`src/rtl/sflash_prog_seq.sv`:
```
module sflash_prog_seq #(
  parameter int          CFG_AW       = 4,
  parameter int          GAP_CYC      = 2,
  parameter logic [7:0]  WREN_OP      = 8'h06,
  parameter logic [7:0]  DONE_FLAG_OP = 8'h70
) (
  input  logic              clk,
  input  logic              rst_n,
  input  logic [CFG_AW-1:0] cfg_addr,
  input  logic              cfg_wr,
  input  logic [31:0]       cfg_wdata,
  output logic [31:0]       cfg_rdata,
  input  logic [31:0]       mem_addr,
  input  logic              mem_wr,
  input  logic [31:0]       mem_wdata,
  output logic              mem_waitreq,
  output logic              sck,
  output logic              cs_n,
  output logic [3:0]        dq_out,
  output logic [3:0]        dq_oe,
  input  logic [3:0]        dq_in
);

  localparam int HW = $clog2(GAP_CYC + 1);

  typedef enum logic [2:0] {IDLE, WREN, CMD, ADDR, DATA, POLL_CMD, POLL_READ, DONE} st_t;

  st_t          state;
  logic [1:0]   lane_i, lane_a, lane_d;
  logic         addr4;
  logic [7:0]   prog_op, poll_op;
  logic [31:0]  a_q, d_q, sh, nxt;
  logic [5:0]   rem, step;
  logic [HW-1:0] hold;
  logic         ph, cur_q, last, done_hit;
  logic         unused_hi;

  assign unused_hi = ^cfg_wdata[31:16];

  always_ff @(posedge clk) begin
    if (!rst_n) begin
      lane_i  <= '0;
      lane_a  <= '0;
      lane_d  <= '0;
      addr4   <= 1'b0;
      prog_op <= '0;
      poll_op <= '0;
    end else if (cfg_wr) begin
      if (cfg_addr == CFG_AW'(0)) begin
        lane_i <= cfg_wdata[1:0];
        lane_a <= cfg_wdata[5:4];
        lane_d <= cfg_wdata[9:8];
      end
      if (cfg_addr == CFG_AW'(4)) addr4 <= cfg_wdata[8];
      if (cfg_addr == CFG_AW'(8)) begin
        prog_op <= cfg_wdata[7:0];
        poll_op <= cfg_wdata[15:8];
      end
    end
  end

  always_comb begin
    cfg_rdata = '0;
    if (cfg_addr == CFG_AW'(0)) cfg_rdata = {22'h0, lane_d, 2'b00, lane_a, 2'b00, lane_i};
    if (cfg_addr == CFG_AW'(4)) cfg_rdata = {23'h0, addr4, 8'h00};
    if (cfg_addr == CFG_AW'(8)) cfg_rdata = {16'h0, poll_op, prog_op};
  end

  assign cur_q    = (state == ADDR) ? (lane_a == 2'd2) :
                    (state == DATA) ? (lane_d == 2'd2) : (lane_i == 2'd2);
  assign step     = cur_q ? 6'd4 : 6'd1;
  assign last     = (rem == step);
  assign nxt      = cur_q ? {sh[27:0], dq_in} : {sh[30:0], dq_in[1]};
  assign done_hit = (poll_op == DONE_FLAG_OP) ? nxt[7] : ~nxt[0];

  always_ff @(posedge clk) begin
    if (!rst_n) begin
      state <= IDLE;
      sh    <= '0;
      rem   <= '0;
      ph    <= 1'b0;
      hold  <= '0;
      a_q   <= '0;
      d_q   <= '0;
    end else begin
      case (state)
        IDLE: if (mem_wr) begin
          a_q   <= mem_addr;
          d_q   <= mem_wdata;
          sh    <= {WREN_OP, 24'h0};
          rem   <= 6'd8;
          hold  <= HW'(GAP_CYC);
          state <= WREN;
        end
        DONE: state <= IDLE;
        default: begin
          if (hold != '0) hold <= hold - 1'b1;
          else if (!ph) ph <= 1'b1;
          else begin
            ph  <= 1'b0;
            sh  <= nxt;
            rem <= rem - step;
            if (last) begin
              case (state)
                WREN: begin
                  state <= CMD;
                  sh    <= {prog_op, 24'h0};
                  rem   <= 6'd8;
                  hold  <= HW'(GAP_CYC);
                end
                CMD: begin
                  state <= ADDR;
                  sh    <= addr4 ? a_q : {a_q[23:0], 8'h0};
                  rem   <= addr4 ? 6'd32 : 6'd24;
                end
                ADDR: begin
                  state <= DATA;
                  sh    <= {d_q[7:0], d_q[15:8], d_q[23:16], d_q[31:24]};
                  rem   <= 6'd32;
                end
                DATA: begin
                  state <= POLL_CMD;
                  sh    <= {poll_op, 24'h0};
                  rem   <= 6'd8;
                  hold  <= HW'(GAP_CYC);
                end
                POLL_CMD: begin
                  state <= POLL_READ;
                  sh    <= '0;
                  rem   <= 6'd8;
                end
                default: begin
                  if (done_hit) state <= DONE;
                  else begin
                    state <= POLL_CMD;
                    sh    <= {poll_op, 24'h0};
                    rem   <= 6'd8;
                    hold  <= HW'(GAP_CYC);
                  end
                end
              endcase
            end
          end
        end
      endcase
    end
  end

  assign sck         = ph;
  assign cs_n        = !((state != IDLE) && (state != DONE) && (hold == '0));
  assign dq_oe       = (cs_n || state == POLL_READ) ? 4'h0 : (cur_q ? 4'hF : 4'h1);
  assign dq_out      = cs_n ? 4'h0 : (cur_q ? sh[31:28] : {3'b000, sh[31]});
  assign mem_waitreq = (state != DONE);

  a_r11_sck_idle: assert property (@(posedge clk) disable iff (!rst_n)
    cs_n |-> !sck);

  a_r11_stable_rise: assert property (@(posedge clk) disable iff (!rst_n)
    (!cs_n && !sck) |=> (sck && $stable(dq_out)));

  a_r10_wait_pulse: assert property (@(posedge clk) disable iff (!rst_n)
    !mem_waitreq |=> mem_waitreq);

  a_r12_cs_gap: assert property (@(posedge clk) disable iff (!rst_n)
    $rose(cs_n) |=> cs_n);

endmodule

```
`config.mk`:
```
export PLATFORM = sky130hd
export DESIGN_NAME = sflash_prog_seq
export DESIGN_NICKNAME = d
export VERILOG_FILES = /design/src/rtl/sflash_prog_seq.sv
export SDC_FILE = /design/constraint.sdc
export NUM_CORES = 1
export LEC_CHECK = 0
export CAP_MARGIN = 20
export CORE_MARGIN = 2
export CORE_UTILIZATION = 25
export CTS_CLUSTER_SIZE = 24
export DETAILED_ROUTE_END_ITERATION = 7
export GPL_ROUTABILITY_DRIVEN = 1
export GPL_TIMING_DRIVEN = 0
export PLACE_DENSITY = 0.48
export SETUP_SLACK_MARGIN = 0.1
export SYNTH_ARGS = -nofsm -noshare
export SYNTH_HDL_FRONTEND = slang
export SYNTH_SLANG_ARGS = --single-unit
```
`constraint.sdc`:
```
create_clock -name clk -period 9.4 [get_ports clk]
set_input_delay 1.88 -clock clk [delete_from_list [all_inputs] [get_ports clk]]
set_output_delay 1.88 -clock clk [all_outputs]
set_load 0.005 [all_outputs]
```
==> results.md <==
- Initial Util: 25.3%
- Final hold violations: 0
- Reg2reg setup slack: ~5.6 ns
- Area contributors post-synth: dfxtp_1 39%, nand2_1 12%, mux2i_1 9.6%, a21oi_1 7.4%, a22oi_1 3.0%
- Class of the worst hold path: flop to flop
- Setup CP Type: input pin to output pin
- Met2 Routed Length: between 10 and 15 mm
- Post-synthesis compound-gate area fraction: between 20% and 30%
- Synthesis Warnings: 0
- Antenna diodes: 0
- Non-Filler Instances: 1,366
- Worst EP arrival: approximately 4.2 ns
- Utilization after layout: 33.9%
- Buf/Inv on CP: 3
- Post-CTS Resized: 0
- Placed Cells: between 1k and 1.5k
- Crit path max-delay family: buffers and inverters
- Via/cell ratio: 4.79
- Post-synthesis instance total: 861
- Seq/Total Area, Yosys: about two fifths
- Yosys top cell area share: a little under 40%
- CP endpoint kind: output pin
- Distinct cell type count after synthesis: 62
- First-pass GRT wire length: about 37 mm
- Multiplexer share of the synthesized area: 10.6%
- Commonest cells in the netlist: 217 x nand2_1, 131 x dfxtp_1, 101 x a21oi_1
- CTS H-tree lvls: 4
- Vias after detailed routing: between 6k and 7k
- Sum Neg Setup Slack: 0 ns
- Crit path cell chain: clkdlybuf4s50_1 > nor4b_2 > clkbuf_1 > and2_1 > clkdlybuf4s50_1
- I/O pin cnt: roughly 150
- Post-DP HPWL: around 18 mm
- Worst setup SP type: input pin
- Post-route DRC: 0
- WL met3: around 940 um
- Clock Sinks: 131
- CTS Hold Buffers Added: 0
- Max Freq: about 170 MHz
- Final slew viol count: 0
- DR iter-0 viols: a little under 500
- Total chip power: around 2 mW
- CTS tree: yes
- Setup violators final: 0
- Drt pass-1 iters: 8
- Mean Syn Cell Area: between 7 and 8 um2
- Slew margin rel.: between 30% and 40%
- Die Wd: around 170 um
- FP Rows: 60
- Tcrit/Tclk final: roughly 64%
- Leakage: ~3 nW
- Initial antenna violation count: 0
- Clock Tree Buf Depth: 2
- Worst Tran Pin Value: between 0.9 and 1 ns
- Worst EP required: 7.52 ns
- Max-cap violations: 0
- Post-CTS Setup Inserts: 0
- Unrepaired setup endpoints after global routing: no
- Post-synth ARST share: 0%
- Slowest cell on the critical path: nor4b_2
- Yosys reg bits: ~130
- Root Driver: clkbuf_16
- Antenna Violating Nets Remaining: 0
- I/O Buffers: approximately 120
- # nets final: about 1.1k
- Vias in the first global route: 6,383
- Core area: ~27,000 um2
- RR Startpoint: state[2]
- Hold Path Sink: d_q[24]
- Largest net degree at the start of global routing: 17
- Syn-to-layout area delta: 33.6%
- Share of cells above drive strength 1: 8.78%
- PwrDens: approximately 220 nW/um2
- Height of the die: between 150 and 200 um
- Worst hold slack: ~0.46 ns
- GRT Overall Usage: roughly 17%
- Worst VDD drop: roughly 0.095 mV
- CP peak stage delay: slightly below 0.8 ns
- Fraction of the mapped netlist area in simple logic gates: between 20% and 30%
- Critical path's most frequent cell: clkdlybuf4s50_1
- Synth area leader: dfxtp_1
- XOR/XNOR Fraction of Synth Area: less than 1%
- R2R Path End: sh[14]
- Status: completed
- Syn Std Cell Area: roughly 6800 um2
- Worst R2R Path Depth: 16
- Largest family of logic cells by synthesized area: simple AND/OR/NAND/NOR gates
- Top Metal Used: met4
- Setup Skew: about 0.011 ns
- Synth Area in Adders: less than 1%
- Number of synthesized flops with an enable pin: 0
- Top_reg_cell synth: dfxtp_1
- Gpl congestion: 0.820
- Die Footprint: between 20,000 and 30,000 um2
- Clock transition at the registers of the reported paths: 0.06 ns
- Hold Crit Depth: 2
- Clk_lat worst skew: approximately 0.42 ns
- Drt wl/cell: about 17 um
- Top-count cell post-synth: nand2_1
- CP max FO: 10
- M1 wire length: around 12 mm
- Overflow after GRT: 0
- Minimum clock period: slightly above 6 ns
- Routed WL: between 20 and 25 mm
- TritonCTS Buffers: 17
- Hold Path Origin: d_q[24]
[sequential cells by signal (all words and copies together) (netlist names)]
register / cells
sck: 1
prog_op: 8
poll_op: 8
rem: 6
lane_d: 2
lane_a: 2
hold: 2
d_q: 32
state: 3
a_q: 32
addr4: 1
lane_i: 2
sh: 32
[metal layers]
metal / global-route usage (%) / up-vias
li1: - / 3289
met1: 24.0 / 3069
met2: 26.0 / 172
met3: 2.76 / 11
met4: 3.75 / 0
met5: 0 / -
[worst max path at each step]
stage / startpoint / to / slack [ns] / cells past startpoint
2_1_floorplan: cfg_addr[2] / cfg_rdata[10] / 4.70 / 3
3_3_place_gp: cfg_addr[2] / cfg_rdata[12] / 3.31 / 5
3_5_place_dp: cfg_addr[2] / cfg_rdata[15] / 3.33 / 5
4_1_cts: cfg_addr[2] / cfg_rdata[15] / 3.33 / 5
5_1_grt: cfg_addr[2] / cfg_rdata[12] / 3.19 / 5
6_report: cfg_addr[2] / cfg_rdata[10] / 3.35 / 5
[layout by cell type (no fill, tap or decap), drive strengths merged, types with 17 or more instances in the layout]
cell and instances:
a21oi 101, a22oi 27, and2 18, buf 33, clkbuf 71, clkdlybuf4s50 117, dfxtp 131, inv 17
mux2i 65, nand2 217, nor2 25, o21ai 35, o22ai 21
[stage by stage]
| stage | worst slack [ns] | area, um2 |
|---|---|---|
| 2_1_floorplan | 4.70 | 6850 |
| 3_3_place_gp | 3.31 | 8440 |
| 3_5_place_dp | 3.33 | 8440 |
| 4_1_cts | 3.33 | 9070 |
| 5_1_grt | 3.19 | 9070 |
| 6_report | 3.35 | 9070 |
[cell type report]
type | instances | area, um2
sequential | 131 | 2620
clock buffer | 21 | 480
tap | 341 | 427
buffer | 83 | 443
fill | 2807 | 17700
multi-input combinational | 647 | 3720
inverter | 15 | 56.3
timing repair buffer | 117 | 1170
clock inverter | 11 | 148
[cell families after synthesis]
logic type,after synthesis
other,1
AND/OR/NAND/NOR,322
flip-flops,131
AO/OA/AOI/OAI,230
buffers and inverters,98
XOR/XNOR,3
multiplexers,71
adder cells (fa/ha/maj),5
[where the power goes]
| group | internal (mW) | total (mW) | leakage (nW) | switching, mW |
|---|---|---|---|---|
| sequential | 0.625 | 0.688 | 1.07 | 0.0630 |
| clock | 0.447 | 0.709 | 0.310 | 0.263 |
| combinational | 0.217 | 0.589 | 1.64 | 0.372 |
| total | 1.29 | 1.99 | 3.01 | 0.698 |
[tightest hold or removal path: stages, from the launching register on]
cell and delay, ns:
dfxtp_1 0.31, nand2_1 0.05, a21oi_1 0.05
Power figures use the tool's default switching activity.
